`config.mk`:
```
export PLATFORM = sky130hd
export DESIGN_NAME = serial_byte_store
export DESIGN_NICKNAME = d
export VERILOG_FILES = /design/src/rtl/ssb_pkg.sv /design/src/rtl/ssb_line_filter.sv /design/src/rtl/ssb_prog_timer.sv /design/src/rtl/ssb_regfile.sv /design/src/rtl/serial_byte_store.sv
export SDC_FILE = /design/constraint.sdc
export NUM_CORES = 2
export LEC_CHECK = 0
export BUFFER_PORTS_ARGS = -buffer_cell sky130_fd_sc_hd__buf_4
export CORE_UTILIZATION = 50
export CTS_CLUSTER_DIAMETER = 40
export DETAILED_ROUTE_END_ITERATION = 8
export GPL_TIMING_DRIVEN = 0
export PLACE_DENSITY = 0.62
export SLEW_MARGIN = 15
export SYNTH_ARGS = -nofsm -noshare
export SYNTH_HDL_FRONTEND = slang
export SYNTH_HIERARCHICAL = 1
export SYNTH_SLANG_ARGS = --single-unit
```
`constraint.sdc`:
```
create_clock -name clk -period 7.75 [get_ports clk]
set_clock_uncertainty 0.15 [all_clocks]
set_input_delay 0.3875 -clock clk [delete_from_list [all_inputs] [get_ports clk]]
set_output_delay 0.3875 -clock clk [all_outputs]
set_load 0.005 [all_outputs]
```
`src/rtl/ssb_pkg.sv`:
```
package ssb_pkg;

    typedef enum logic [3:0] {
        ST_IDLE,
        ST_CTRL,
        ST_CTRL_ACK,
        ST_WADDR,
        ST_WADDR_ACK,
        ST_WDATA,
        ST_WDATA_ACK,
        ST_RD_BIT,
        ST_RD_ACK,
        ST_IGNORE
    } ssb_state_e;

endpackage

```
`src/rtl/ssb_line_filter.sv`:
```
module ssb_line_filter #(
    parameter int FILT_LEN = 3
) (
    input  logic clk,
    input  logic rst_n,
    input  logic line_i,
    output logic line_o
);

    logic [1:0]          sync_q;
    logic [FILT_LEN-1:0] hist_q;

    // Output follows the line only after FILT_LEN agreeing samples.
    always_ff @(posedge clk or negedge rst_n) begin
        if (!rst_n) begin
            sync_q <= 2'b11;
            hist_q <= '1;
            line_o <= 1'b1;
        end else begin
            sync_q <= {sync_q[0], line_i};
            hist_q <= {hist_q[FILT_LEN-2:0], sync_q[1]};
            if (&hist_q) begin
                line_o <= 1'b1;
            end else if (~|hist_q) begin
                line_o <= 1'b0;
            end
        end
    end

endmodule

```
`src/rtl/ssb_prog_timer.sv`:
```
module ssb_prog_timer #(
    parameter int PRESCALE   = 128,
    parameter int PROG_TICKS = 8
) (
    input  logic clk,
    input  logic rst_n,
    input  logic start_i,
    output logic busy_o
);

    localparam int PS_W = $clog2(PRESCALE);
    localparam int TK_W = $clog2(PROG_TICKS + 1);

    logic [PS_W-1:0] ps_q;
    logic [TK_W-1:0] left_q;
    logic            tick;

    assign tick   = (ps_q == PS_W'(PRESCALE - 1));
    assign busy_o = (left_q != '0);

    always_ff @(posedge clk or negedge rst_n) begin
        if (!rst_n) begin
            ps_q   <= '0;
            left_q <= '0;
        end else if (start_i) begin
            ps_q   <= '0;
            left_q <= TK_W'(PROG_TICKS);
        end else if (left_q != '0) begin
            ps_q <= tick ? '0 : ps_q + 1'b1;
            if (tick) begin
                left_q <= left_q - 1'b1;
            end
        end
    end

    // a launch is followed by a busy interval
    assert_launch_busy_R5: assert property (@(posedge clk) disable iff (!rst_n)
        start_i |=> busy_o);

    // the controller only launches a commit when no interval is running
    assert_no_relaunch_R5: assert property (@(posedge clk) disable iff (!rst_n)
        start_i |-> !busy_o);

    // the interval ends only on a prescaler boundary
    assert_end_on_tick_R5: assert property (@(posedge clk) disable iff (!rst_n)
        $fell(busy_o) |-> $past(tick));

endmodule

```
`src/rtl/ssb_regfile.sv`:
```
module ssb_regfile #(
    parameter int DEPTH = 256,
    parameter int WIDTH = 8,
    parameter int AW    = $clog2(DEPTH)
) (
    input  logic             clk,
    input  logic             rst_n,
    input  logic             we_i,
    input  logic [AW-1:0]    waddr_i,
    input  logic [WIDTH-1:0] wdata_i,
    input  logic [AW-1:0]    raddr_i,
    output logic [WIDTH-1:0] rdata_o
);

    logic [WIDTH-1:0] mem_q [DEPTH];

    always_ff @(posedge clk or negedge rst_n) begin
        if (!rst_n) begin
            for (int i = 0; i < DEPTH; i++) begin
                mem_q[i] <= '0;
            end
        end else if (we_i) begin
            mem_q[waddr_i] <= wdata_i;
        end
    end

    assign rdata_o = mem_q[raddr_i];

endmodule

```
`src/rtl/serial_byte_store.sv`:
```
module serial_byte_store
    import ssb_pkg::*;
#(
    parameter int         MEM_DEPTH  = 256,
    parameter int         WBUF_DEPTH = 8,
    parameter int         PRESCALE   = 128,
    parameter int         PROG_TICKS = 8,
    parameter int         FILT_LEN   = 3,
    parameter logic [3:0] DEV_TYPE   = 4'b1010
) (
    input  logic       clk,
    input  logic       rst_n,
    input  logic       scl_i,
    input  logic       sda_i,
    input  logic [2:0] dev_sel_i,
    output logic       sda_pull_o
);

    localparam int AW   = $clog2(MEM_DEPTH);
    localparam int WC_W = $clog2(WBUF_DEPTH + 1);
    localparam int WI_W = $clog2(WBUF_DEPTH);

    // ---------------- line conditioning ----------------
    logic [1:0] raw_w;
    logic [1:0] filt_w;
    logic       scl_f, sda_f, scl_p, sda_p;

    assign raw_w = {sda_i, scl_i};

    for (genvar g = 0; g < 2; g++) begin : g_filt
        ssb_line_filter #(.FILT_LEN(FILT_LEN)) u_filt (
            .clk    (clk),
            .rst_n  (rst_n),
            .line_i (raw_w[g]),
            .line_o (filt_w[g])
        );
    end

    assign scl_f = filt_w[0];
    assign sda_f = filt_w[1];

    always_ff @(posedge clk or negedge rst_n) begin
        if (!rst_n) begin
            scl_p <= 1'b1;
            sda_p <= 1'b1;
        end else begin
            scl_p <= scl_f;
            sda_p <= sda_f;
        end
    end

    logic scl_rise, scl_fall, start_ev, stop_ev;
    assign scl_rise = scl_f & ~scl_p;
    assign scl_fall = ~scl_f & scl_p;
    assign start_ev = scl_f & scl_p & sda_p & ~sda_f;
    assign stop_ev  = scl_f & scl_p & ~sda_p & sda_f;

    // ---------------- state and datapath registers ----------------
    ssb_state_e           state_q, state_d;
    logic [3:0]           bit_cnt_q;
    logic [7:0]           rx_q, tx_q;
    logic                 rw_q, m_ack_q, pull_q;
    logic [AW-1:0]        ptr_q, wbase_q, commit_base_q;
    logic [WC_W-1:0]      wcnt_q, commit_left_q;
    logic [WI_W-1:0]      commit_idx_q;
    logic [7:0]           wbuf_q [WBUF_DEPTH];
    logic [7:0]           rd_data;
    logic                 busy_w, prog_go;
    logic                 byte_full, ctrl_hit, buf_room;

    assign byte_full = (bit_cnt_q == 4'd8);
    assign ctrl_hit  = (rx_q[7:1] == {DEV_TYPE, dev_sel_i}) && !busy_w;
    assign buf_room  = (wcnt_q < WC_W'(WBUF_DEPTH));
    assign prog_go   = stop_ev && (wcnt_q != '0);

    // ---------------- next-state logic ----------------
    always_comb begin
        state_d = state_q;
        if (stop_ev) begin
            state_d = ST_IDLE;
        end else if (start_ev) begin
            state_d = ST_CTRL;
        end else begin
            unique case (state_q)
                ST_IDLE:      state_d = ST_IDLE;
                ST_CTRL:      if (scl_fall && byte_full) state_d = ctrl_hit ? ST_CTRL_ACK : ST_IGNORE;
                ST_CTRL_ACK:  if (scl_fall) state_d = rw_q ? ST_RD_BIT : ST_WADDR;
                ST_WADDR:     if (scl_fall && byte_full) state_d = ST_WADDR_ACK;
                ST_WADDR_ACK: if (scl_fall) state_d = ST_WDATA;
                ST_WDATA:     if (scl_fall && byte_full) state_d = buf_room ? ST_WDATA_ACK : ST_IGNORE;
                ST_WDATA_ACK: if (scl_fall) state_d = ST_WDATA;
                ST_RD_BIT:    if (scl_fall && byte_full) state_d = ST_RD_ACK;
                ST_RD_ACK:    if (scl_fall) state_d = m_ack_q ? ST_RD_BIT : ST_IGNORE;
                ST_IGNORE:    state_d = ST_IGNORE;
                default:      state_d = ST_IDLE;
            endcase
        end
    end

    // ---------------- state register ----------------
    always_ff @(posedge clk or negedge rst_n) begin
        if (!rst_n) begin
            state_q <= ST_IDLE;
        end else begin
            state_q <= state_d;
        end
    end

    // ---------------- datapath and output register ----------------
    always_ff @(posedge clk or negedge rst_n) begin
        if (!rst_n) begin
            bit_cnt_q     <= '0;
            rx_q          <= '0;
            tx_q          <= '0;
            rw_q          <= 1'b0;
            m_ack_q       <= 1'b0;
            pull_q        <= 1'b0;
            ptr_q         <= '0;
            wbase_q       <= '0;
            wcnt_q        <= '0;
            commit_base_q <= '0;
            commit_left_q <= '0;
            commit_idx_q  <= '0;
            for (int i = 0; i < WBUF_DEPTH; i++) begin
                wbuf_q[i] <= '0;
            end
        end else begin
            if (commit_left_q != '0) begin
                commit_left_q <= commit_left_q - 1'b1;
                commit_idx_q  <= commit_idx_q + 1'b1;
            end
            if (start_ev || stop_ev) begin
                pull_q    <= 1'b0;
                bit_cnt_q <= '0;
                if (prog_go) begin
                    commit_left_q <= wcnt_q;
                    commit_idx_q  <= '0;
                    commit_base_q <= wbase_q;
                end
                wcnt_q <= '0;
            end else begin
                unique case (state_q)
                    ST_CTRL, ST_WADDR, ST_WDATA: begin
                        if (scl_rise) begin
                            rx_q      <= {rx_q[6:0], sda_f};
                            bit_cnt_q <= bit_cnt_q + 1'b1;
                        end
                        if (scl_fall && byte_full) begin
                            bit_cnt_q <= '0;
                            if (state_q == ST_CTRL) begin
                                rw_q   <= rx_q[0];
                                pull_q <= ctrl_hit;
                            end else if (state_q == ST_WADDR) begin
                                ptr_q   <= rx_q;
                                wbase_q <= rx_q;
                                pull_q  <= 1'b1;
                            end else if (buf_room) begin
                                wbuf_q[wcnt_q[WI_W-1:0]] <= rx_q;
                                wcnt_q <= wcnt_q + 1'b1;
                                ptr_q  <= ptr_q + 1'b1;
                                pull_q <= 1'b1;
                            end
                        end
                    end
                    ST_CTRL_ACK, ST_WADDR_ACK, ST_WDATA_ACK: begin
                        if (scl_fall) begin
                            pull_q    <= 1'b0;
                            bit_cnt_q <= '0;
                            if (state_q == ST_CTRL_ACK && rw_q) begin
                                tx_q   <= rd_data;
                                pull_q <= ~rd_data[7];
                            end
                        end
                    end
                    ST_RD_BIT: begin
                        if (scl_rise) begin
                            bit_cnt_q <= bit_cnt_q + 1'b1;
                        end
                        if (scl_fall) begin
                            if (byte_full) begin
                                pull_q    <= 1'b0;
                                ptr_q     <= ptr_q + 1'b1;
                                bit_cnt_q <= '0;
                                m_ack_q   <= 1'b0;
                            end else begin
                                tx_q   <= {tx_q[6:0], 1'b0};
                                pull_q <= ~tx_q[6];
                            end
                        end
                    end
                    ST_RD_ACK: begin
                        if (scl_rise) begin
                            m_ack_q <= ~sda_f;
                        end
                        if (scl_fall && m_ack_q) begin
                            tx_q   <= rd_data;
                            pull_q <= ~rd_data[7];
                        end
                    end
                    ST_IDLE, ST_IGNORE: begin
                        pull_q <= 1'b0;
                    end
                    default: pull_q <= 1'b0;
                endcase
            end
        end
    end

    assign sda_pull_o = pull_q;

    // ---------------- array and programming timer ----------------
    ssb_regfile #(.DEPTH(MEM_DEPTH), .WIDTH(8)) u_array (
        .clk     (clk),
        .rst_n   (rst_n),
        .we_i    (commit_left_q != '0),
        .waddr_i (commit_base_q + AW'(commit_idx_q)),
        .wdata_i (wbuf_q[commit_idx_q]),
        .raddr_i (ptr_q),
        .rdata_o (rd_data)
    );

    ssb_prog_timer #(.PRESCALE(PRESCALE), .PROG_TICKS(PROG_TICKS)) u_timer (
        .clk     (clk),
        .rst_n   (rst_n),
        .start_i (prog_go),
        .busy_o  (busy_w)
    );

    // ---------------- assertions ----------------
    // no drive while idle or after a rejected byte
    assert_quiet_unselected_R2: assert property (@(posedge clk) disable iff (!rst_n)
        (state_q == ST_IDLE || state_q == ST_IGNORE) |-> !sda_pull_o);

    // a new pull-down only appears while the filtered clock is low
    assert_pull_scl_low_R10: assert property (@(posedge clk) disable iff (!rst_n)
        $rose(sda_pull_o) |-> !scl_f);

    // staging count stays within the buffer
    assert_wbuf_bound_R4: assert property (@(posedge clk) disable iff (!rst_n)
        wcnt_q <= WC_W'(WBUF_DEPTH));

    // every start condition restarts control-byte matching
    assert_start_restart_R9: assert property (@(posedge clk) disable iff (!rst_n)
        start_ev |=> state_q == ST_CTRL);

    // no control acknowledge while the programming interval runs
    assert_busy_no_ack_R5: assert property (@(posedge clk) disable iff (!rst_n)
        busy_w |-> state_q != ST_CTRL_ACK);

endmodule

```
== Yosys cells after proc, flatten, opt, wreduce, memory -nomap -nowiden ==
Index checks and enable logic that the tools add are counted.
Storage, ports and cells
  register bits after elaboration: 2198
  bits of input ports: 7
  output and inout bits: 1
  logic and storage cells: 484
Cells by class
  add/sub/neg operators: 8
  magnitude comparators: 7
  equality and inequality tests: 38
  multiplexer cells: 83
  bitwise operators: 20
  reduce and logical (&&, ||, !) cells: 41
Operators by type and width (count)
  bitwise mux 2048 bit: 1
  2-to-1 mux 4 bit: 30
  2-to-1 mux 8 bit: 12
  binary-select mux 8 bit (select 8 bit): 1
  bitwise mux 64 bit: 1
  demux 8 bit (select 8 bit): 1
  2-to-1 mux 7 bit: 8
  one-hot mux 4 bit (8 select lines): 1
  binary-select mux 8 bit (select 3 bit): 1
  demux 8 bit (select 3 bit): 1
  inequality test 4 bit (second input constant): 6
  inequality test 2 bit (second input constant): 11
  one-hot mux 7 bit (3 select lines): 1
  AND reduction 7 bit: 3
  AND reduction 5 bit: 4
  >= comparator 9 bit (second input constant): 2
  NOT 8 -> 9 bit: 2
  2-to-1 mux 1 bit: 17
  equality test 4 x 3 -> 1 bit (second input constant): 4
  one-hot mux 8 bit (2 select lines): 1
  nonzero test 4 bit: 4
  inequality test 3 bit (second input constant): 5
  nonzero test 2 bit: 7
  equality test 4 bit (second input constant): 3
  34 further kinds: 70

== Depth between registers and ports, before layout ==
  word-level depth: 9
  depth in mapped cells: 17
  gate-level depth less buffers: 12

== Hierarchy ==
The synthesis kept the hierarchy.
By module, submodules not included
  ssb_regfile: times used 1, cells an instance 6068, area an instance 93414.6 µm², sequential area each 51249.2 µm²
  serial_byte_store: times used 1, cells an instance 518, area an instance 6428.7 µm², sequential area each 3180.6 µm²
  ssb_prog_timer: times used 1, cells an instance 65, area an instance 634.4 µm², sequential area each 275.3 µm²
  ssb_line_filter: times used 2, cells an instance 10, area an instance 176.4 µm², sequential area each 157.7 µm²

== Least setup slack after synthesis ==
No wires, ideal clock.
  path type: register to register
  from: register commit_idx_q[1]
  to: register u_array/mem_q[1048] (netlist name)
  library setup time: 0.125 ns
  arrival: 3.779 ns
  data required time: 7.475 ns
  setup slack: 3.697 ns
  stages on the path, launching flop included: 16
  cells stage by stage: dfrtp_1 -> clkbuf_1 -> clkbuf_1 -> inv_1 -> fa_1 -> nor2b_1 -> o21ai_0 -> nor2_1 -> xor2_1 -> buf_2 -> nor2b_1 -> clkbuf_1 -> nand3_1 -> clkbuf_1 -> nor2_1 -> mux2_2
Between the ends
  word-level cells in the longest chain between the ends: 7
Ends and longest elaborated chain
  from (decl): RTL line serial_byte_store.sv:65  | logic [WI_W-1:0] commit_idx_q;
  from (signal assigned): RTL line serial_byte_store.sv:130  | commit_idx_q <= commit_idx_q + 1'b1;
  adder 8 x 3 -> 8 bit: RTL line serial_byte_store.sv:216  | .waddr_i (commit_base_q + AW'(commit_idx_q)),
  NOT 8 -> 9 bit (not written as such): RTL line ssb_regfile.sv:23  | mem_q[waddr_i] <= wdata_i;
  >= comparator 9 bit (not written as such) / < comparator 9 x 1 -> 1 bit (equally long branches): RTL line ssb_regfile.sv:23
  logical AND 1 bit (not written as such): RTL line ssb_regfile.sv:23
  2-to-1 mux 8 bit (not written as such): RTL line ssb_regfile.sv:23
  demux 8 bit (select 8 bit): RTL line ssb_regfile.sv:23
  bitwise mux 2048 bit *: RTL line ssb_regfile.sv:23
  to (signal, indexed assignment): RTL line ssb_regfile.sv:23
  to (decl): RTL line ssb_regfile.sv:15  | logic [WIDTH-1:0] mem_q [DEPTH];
Every way passes the cells marked *; elsewhere a longest branch is shown, timed or not. The select of a mux whose other input is x is not followed.
A chain may end at the register's enable or synchronous reset.

== Final worst setup path ==
  from: register ptr_q[2]
  to: register pull_q (netlist: sda_pull_o)
Between the ends
  word-level cells in the longest chain between the ends: 9
Ends and longest elaborated chain
  from (decl): RTL line serial_byte_store.sv:63  | logic [AW-1:0] ptr_q, wbase_q, commit_base_q;
  from (signal assigned): RTL line serial_byte_store.sv:154  | ptr_q <= rx_q;
  from (signal assigned): RTL line serial_byte_store.sv:160  | ptr_q <= ptr_q + 1'b1;
  from (signal assigned): RTL line serial_byte_store.sv:182  | ptr_q <= ptr_q + 1'b1;
  NOT 8 -> 9 bit (not written as such) *: RTL line ssb_regfile.sv:27  | assign rdata_o = mem_q[raddr_i];
  binary-select mux 8 bit (select 8 bit) *: RTL line ssb_regfile.sv:27
  2-to-1 mux 8 bit (not written as such) * (2 in series): RTL line ssb_regfile.sv:27
  via rd_data[7]: RTL line serial_byte_store.sv:67  | logic [7:0] rd_data;
  NOT 1 bit *: RTL line serial_byte_store.sv:171, serial_byte_store.sv:197
  2-to-1 mux 1 bit: RTL line serial_byte_store.sv:169  | if (state_q == ST_CTRL_ACK && rw_q) begin
  2-to-1 mux 1 bit: RTL line serial_byte_store.sv:166  | if (scl_fall) begin
  one-hot mux 1 bit (4 select lines) *: RTL line serial_byte_store.sv:142  | unique case (state_q)
  2-to-1 mux 1 bit *: RTL line serial_byte_store.sv:132  | if (start_ev || stop_ev) begin
  to (signal assigned): RTL line serial_byte_store.sv:152  | pull_q <= ctrl_hit;
  to (signal assigned): RTL line serial_byte_store.sv:171  | pull_q <= ~rd_data[7];
  to (signal assigned): RTL line serial_byte_store.sv:187  | pull_q <= ~tx_q[6];
  to (decl): RTL line serial_byte_store.sv:62  | logic rw_q, m_ack_q, pull_q;
Mark *: on every way through the listed nets, which the timed path passes. The rest lies on a longest branch. The select of a mux whose other input is x is not followed.

==> summary.md <==
| Metric | Value |
|---|---|
| Status | finished clean |
| Post-route ant nets | 0 |
| Clk buf depth | 4 |
| Area of placed instances | about 110000 sq um |
| Max-cap violations | 0 |
| CP endpoint kind | flop |
| DP HPWL | roughly 270 mm |
| # rows | roughly 160 |
| Via count | 67800 |
| Clk slew on worst S/H paths | ~50 ps |
| Sw Pwr | 6.53 mW |
| Die Y | about 450 microns |
| LEAKAGE | about 55 nW |
| Comb pwr share | ~1.8% |
| Crit-path max FO | 10 |
| Inst Count DP | 9368 |
| Share of cells above drive strength 1 | 48.8% |
| Total power | a little under 30 mW |
| Final non-filler cell total | around 10000 |
| Total CTS buffers | 370 |
| Worst reg2reg setup slack | 600 ps |
| Post-DR vias/cell | around 6.7 |
| Synth-to-Final Area Change | 17.1% |
| FMAX | between 0.1 and 0.15 GHz |
| Number of library cell types mapped by synthesis | slightly above 80 |
| Post-CTS setup buffer count | 0 |
| Hold Path Origin | dev_sel_i[2] |
| Sw Share | between 20% and 30% |
| Final cycle utilization of the critical path | between 90 and 100% |
| Avg Inst Size Synth | 15.1 sq um |
| Synth Flop Type | dfrtp_1 |
| Critical path launch point | ptr_q[2]$_DFFE_PN0P_ |
| Final net count | roughly 7000 |
| Seq pwr share | 39.9% |
| Synth warn | 6 |
| RSZ-0062 raised after global routing | false |
| First-pass GRT wire length | roughly 560 mm |
| Crit Path Class | reg -> reg |
| Syn Inst Count | between 6000 and 7000 |
| Hold Path Depth | 6 |
| Setup TNS | 0 ps |
| Synthesized netlist net count | approximately 6700 |
| Crit Reg-Reg Startpoint | ptr_q[2]$_DFFE_PN0P_ |
| Clk Latency, worst-skew pair | around 980 ps |
| Maximum VDD drop | about 0.24 mV |
| Post-synth EDFFs | 0 |
| Max Slew Vio Count | 0 |
| WP data required | 8420 ps |
| Fillers | about 16000 |
| Initial antenna violation count | 51 |
| Die area | around 200000 sq um |
| Gpl congestion | just over 1 |
| Routed WL | 405 mm |
| Gr ovfl total | 0 |
| DRT iter0 DRCs | ~9000 |
| Count of final hold-check violations | 0 |
| Startpoint types | flop |
| Final Util | around three fifths |
| Largest net degree at the start of global routing | 157 |
| Most frequent cells in the layout | dfrtp_1 (2184), mux2_2 (2151), mux4_2 (459) |
| Internal power | between 20 and 25 mW |
| Chip width | around 450 microns |
| Pwr Density | between 200 and 250 nW/um^2 |
| Endpoints failing setup | 0 |
| Worst min path class | in -> reg |
| Most common cell after layout, fill and taps aside | dfrtp_1 |
| Reg area | roughly 55000 sq um |
| Seq/Total Area, Yosys | a little over half |
| Resized Gates After CTS | 0 |
| Clock share of power | 58.3% |
| Final Worst Setup Slack | 599 ps |
| Io pins | 8 |
| Worst relative slew slack | 1.15% |
| Starting Density | around half |
| H-tree depth | 5 |
| TritonRoute pass-1 iters | 7 |
| Worst Reg-to-Reg Cells | 14 |
| Sink Count | 2198 |
| Synth Cell Area | approximately 100000 sq um |
| Total GRT Usage | approximately two fifths |
| Worst Max-Slew Pin Slew | between 1000 and 1500 ps |
| Drc violations | 0 |
| Number of global-route vias before repair | approximately 68000 |
| Wirelength per Cell | between 40 and 50 microns |
| Post-place setup slack | 846 ps |
| Area occupied by multi-input gates | 43200 sq um |
| Clk root buf | clkbuf_16 |
| Seq cells post-synth | around 2200 |
| CORE AREA | 200000 sq um |
| Min cycle time layout | between 7000 and 8000 ps |
| Asr flop ratio synth | 100% |
| Port bufs | 7 |
| CTS tree | built |
| Final Cell Area | around 120000 sq um |
| Hold WS | roughly 180 ps |
| Crit path DAT | approximately 8000 ps |
state kept, by name (all words and copies together) (netlist names), 7 cells and up:
signal and cells:
commit_base_q 8, ptr_q 8, rx_q 8, tx_q 7, u_array/mem_q 2048, u_timer/ps_q 7
wbase_q 8, wbuf_q 64
routing by layer:
layer	GRT usage (%)	vias up	part of all wire (%)
li1	-	25900	-
met1	51.4	36500	38
met2	56.6	3992	42
met3	14.3	1277	12
met4	27.0	34	7.9
met5	0	-	0.071
logic make-up after synthesis:
family | Yosys count | share of synthesized area [%]
flip-flops | 2198 | 54.6
AO/OA/AOI/OAI | 504 | 3.39
adder cells (fa/ha/maj) | 13 | 0.169
AND/OR/NAND/NOR | 645 | 3.13
XOR/XNOR | 20 | 0.174
buffers and inverters | 519 | 2.66
multiplexers | 2772 | 35.9
synth_stat cells, drive strengths merged (39+ instances only):
library cell / n / share of area, %
nand2: 196 / 0.73
nor3: 39 / 0.23
dfrtp: 2184 / 54
o21ai: 54 / 0.28
clkbuf: 324 / 1.2
nor2: 229 / 1.0
nand3: 39 / 0.19
a22oi: 160 / 1.2
buf: 165 / 1.3
mux2: 2157 / 24
mux4: 459 / 10
a21oi: 139 / 0.69
mux2i: 156 / 1.5
power groups by stage:
stage	Sequential (mW)	Combinational, mW	Clock [mW]
2_1_floorplan	11.8	0.180	0
5_1_grt	11.6	0.579	17.6
6_report	11.6	0.508	16.9
4_1_cts	11.6	0.520	17.0
3_3_place_gp	11.8	0.472	0
3_5_place_dp	11.8	0.513	0
timing repair:
item,4_1_cts,5_1_grt
hold buffers,7,0
hold endpoints to repair,604,0
endpoints found under the setup margin,0,0
worst paths after layout:
path                                                             end
worst min-delay path                          sda_pull_o$_DFFE_PN0P_
worst min register to register  g_filt[0].u_filt/sync_q[1]$_DFF_PN1_
worst max register to register                sda_pull_o$_DFFE_PN0P_
worst max-delay path                          sda_pull_o$_DFFE_PN0P_
min in group asynchronous       g_filt[0].u_filt/hist_q[2]$_DFF_PN1_
max in group asynchronous            u_array/mem_q[1425]$_DFFE_PN0P_
layout make-up:
type / instances / area share (%)
Antenna cell: 22 / 0.0466
Sequential cell: 2198 / 46.6
Inverter: 30 / 0.0953
Timing Repair Buffer: 48 / 0.852
Multi-Input combinational cell: 3954 / 36.6
Buffer: 489 / 2.22
Clock buffer: 440 / 8.56
Tap cell: 2656 / 2.81
Clock inverter: 219 / 2.26
worst max-delay path: stages, from the launching register on:
cell	delay, ps
dfrtp_1	550
nor2b_1	400
clkbuf_1	690
buf_2	540
buf_1	1040
clkbuf_1	950
a221oi_1	380
o21ai_0	720
a21oi_1	90
nor3_1	740
nor2b_1	100
o21ai_0	200
a21oi_1	100
nor3_1	200
a211oi_1	110
Note: power is estimated with default switching activity, not from simulation.
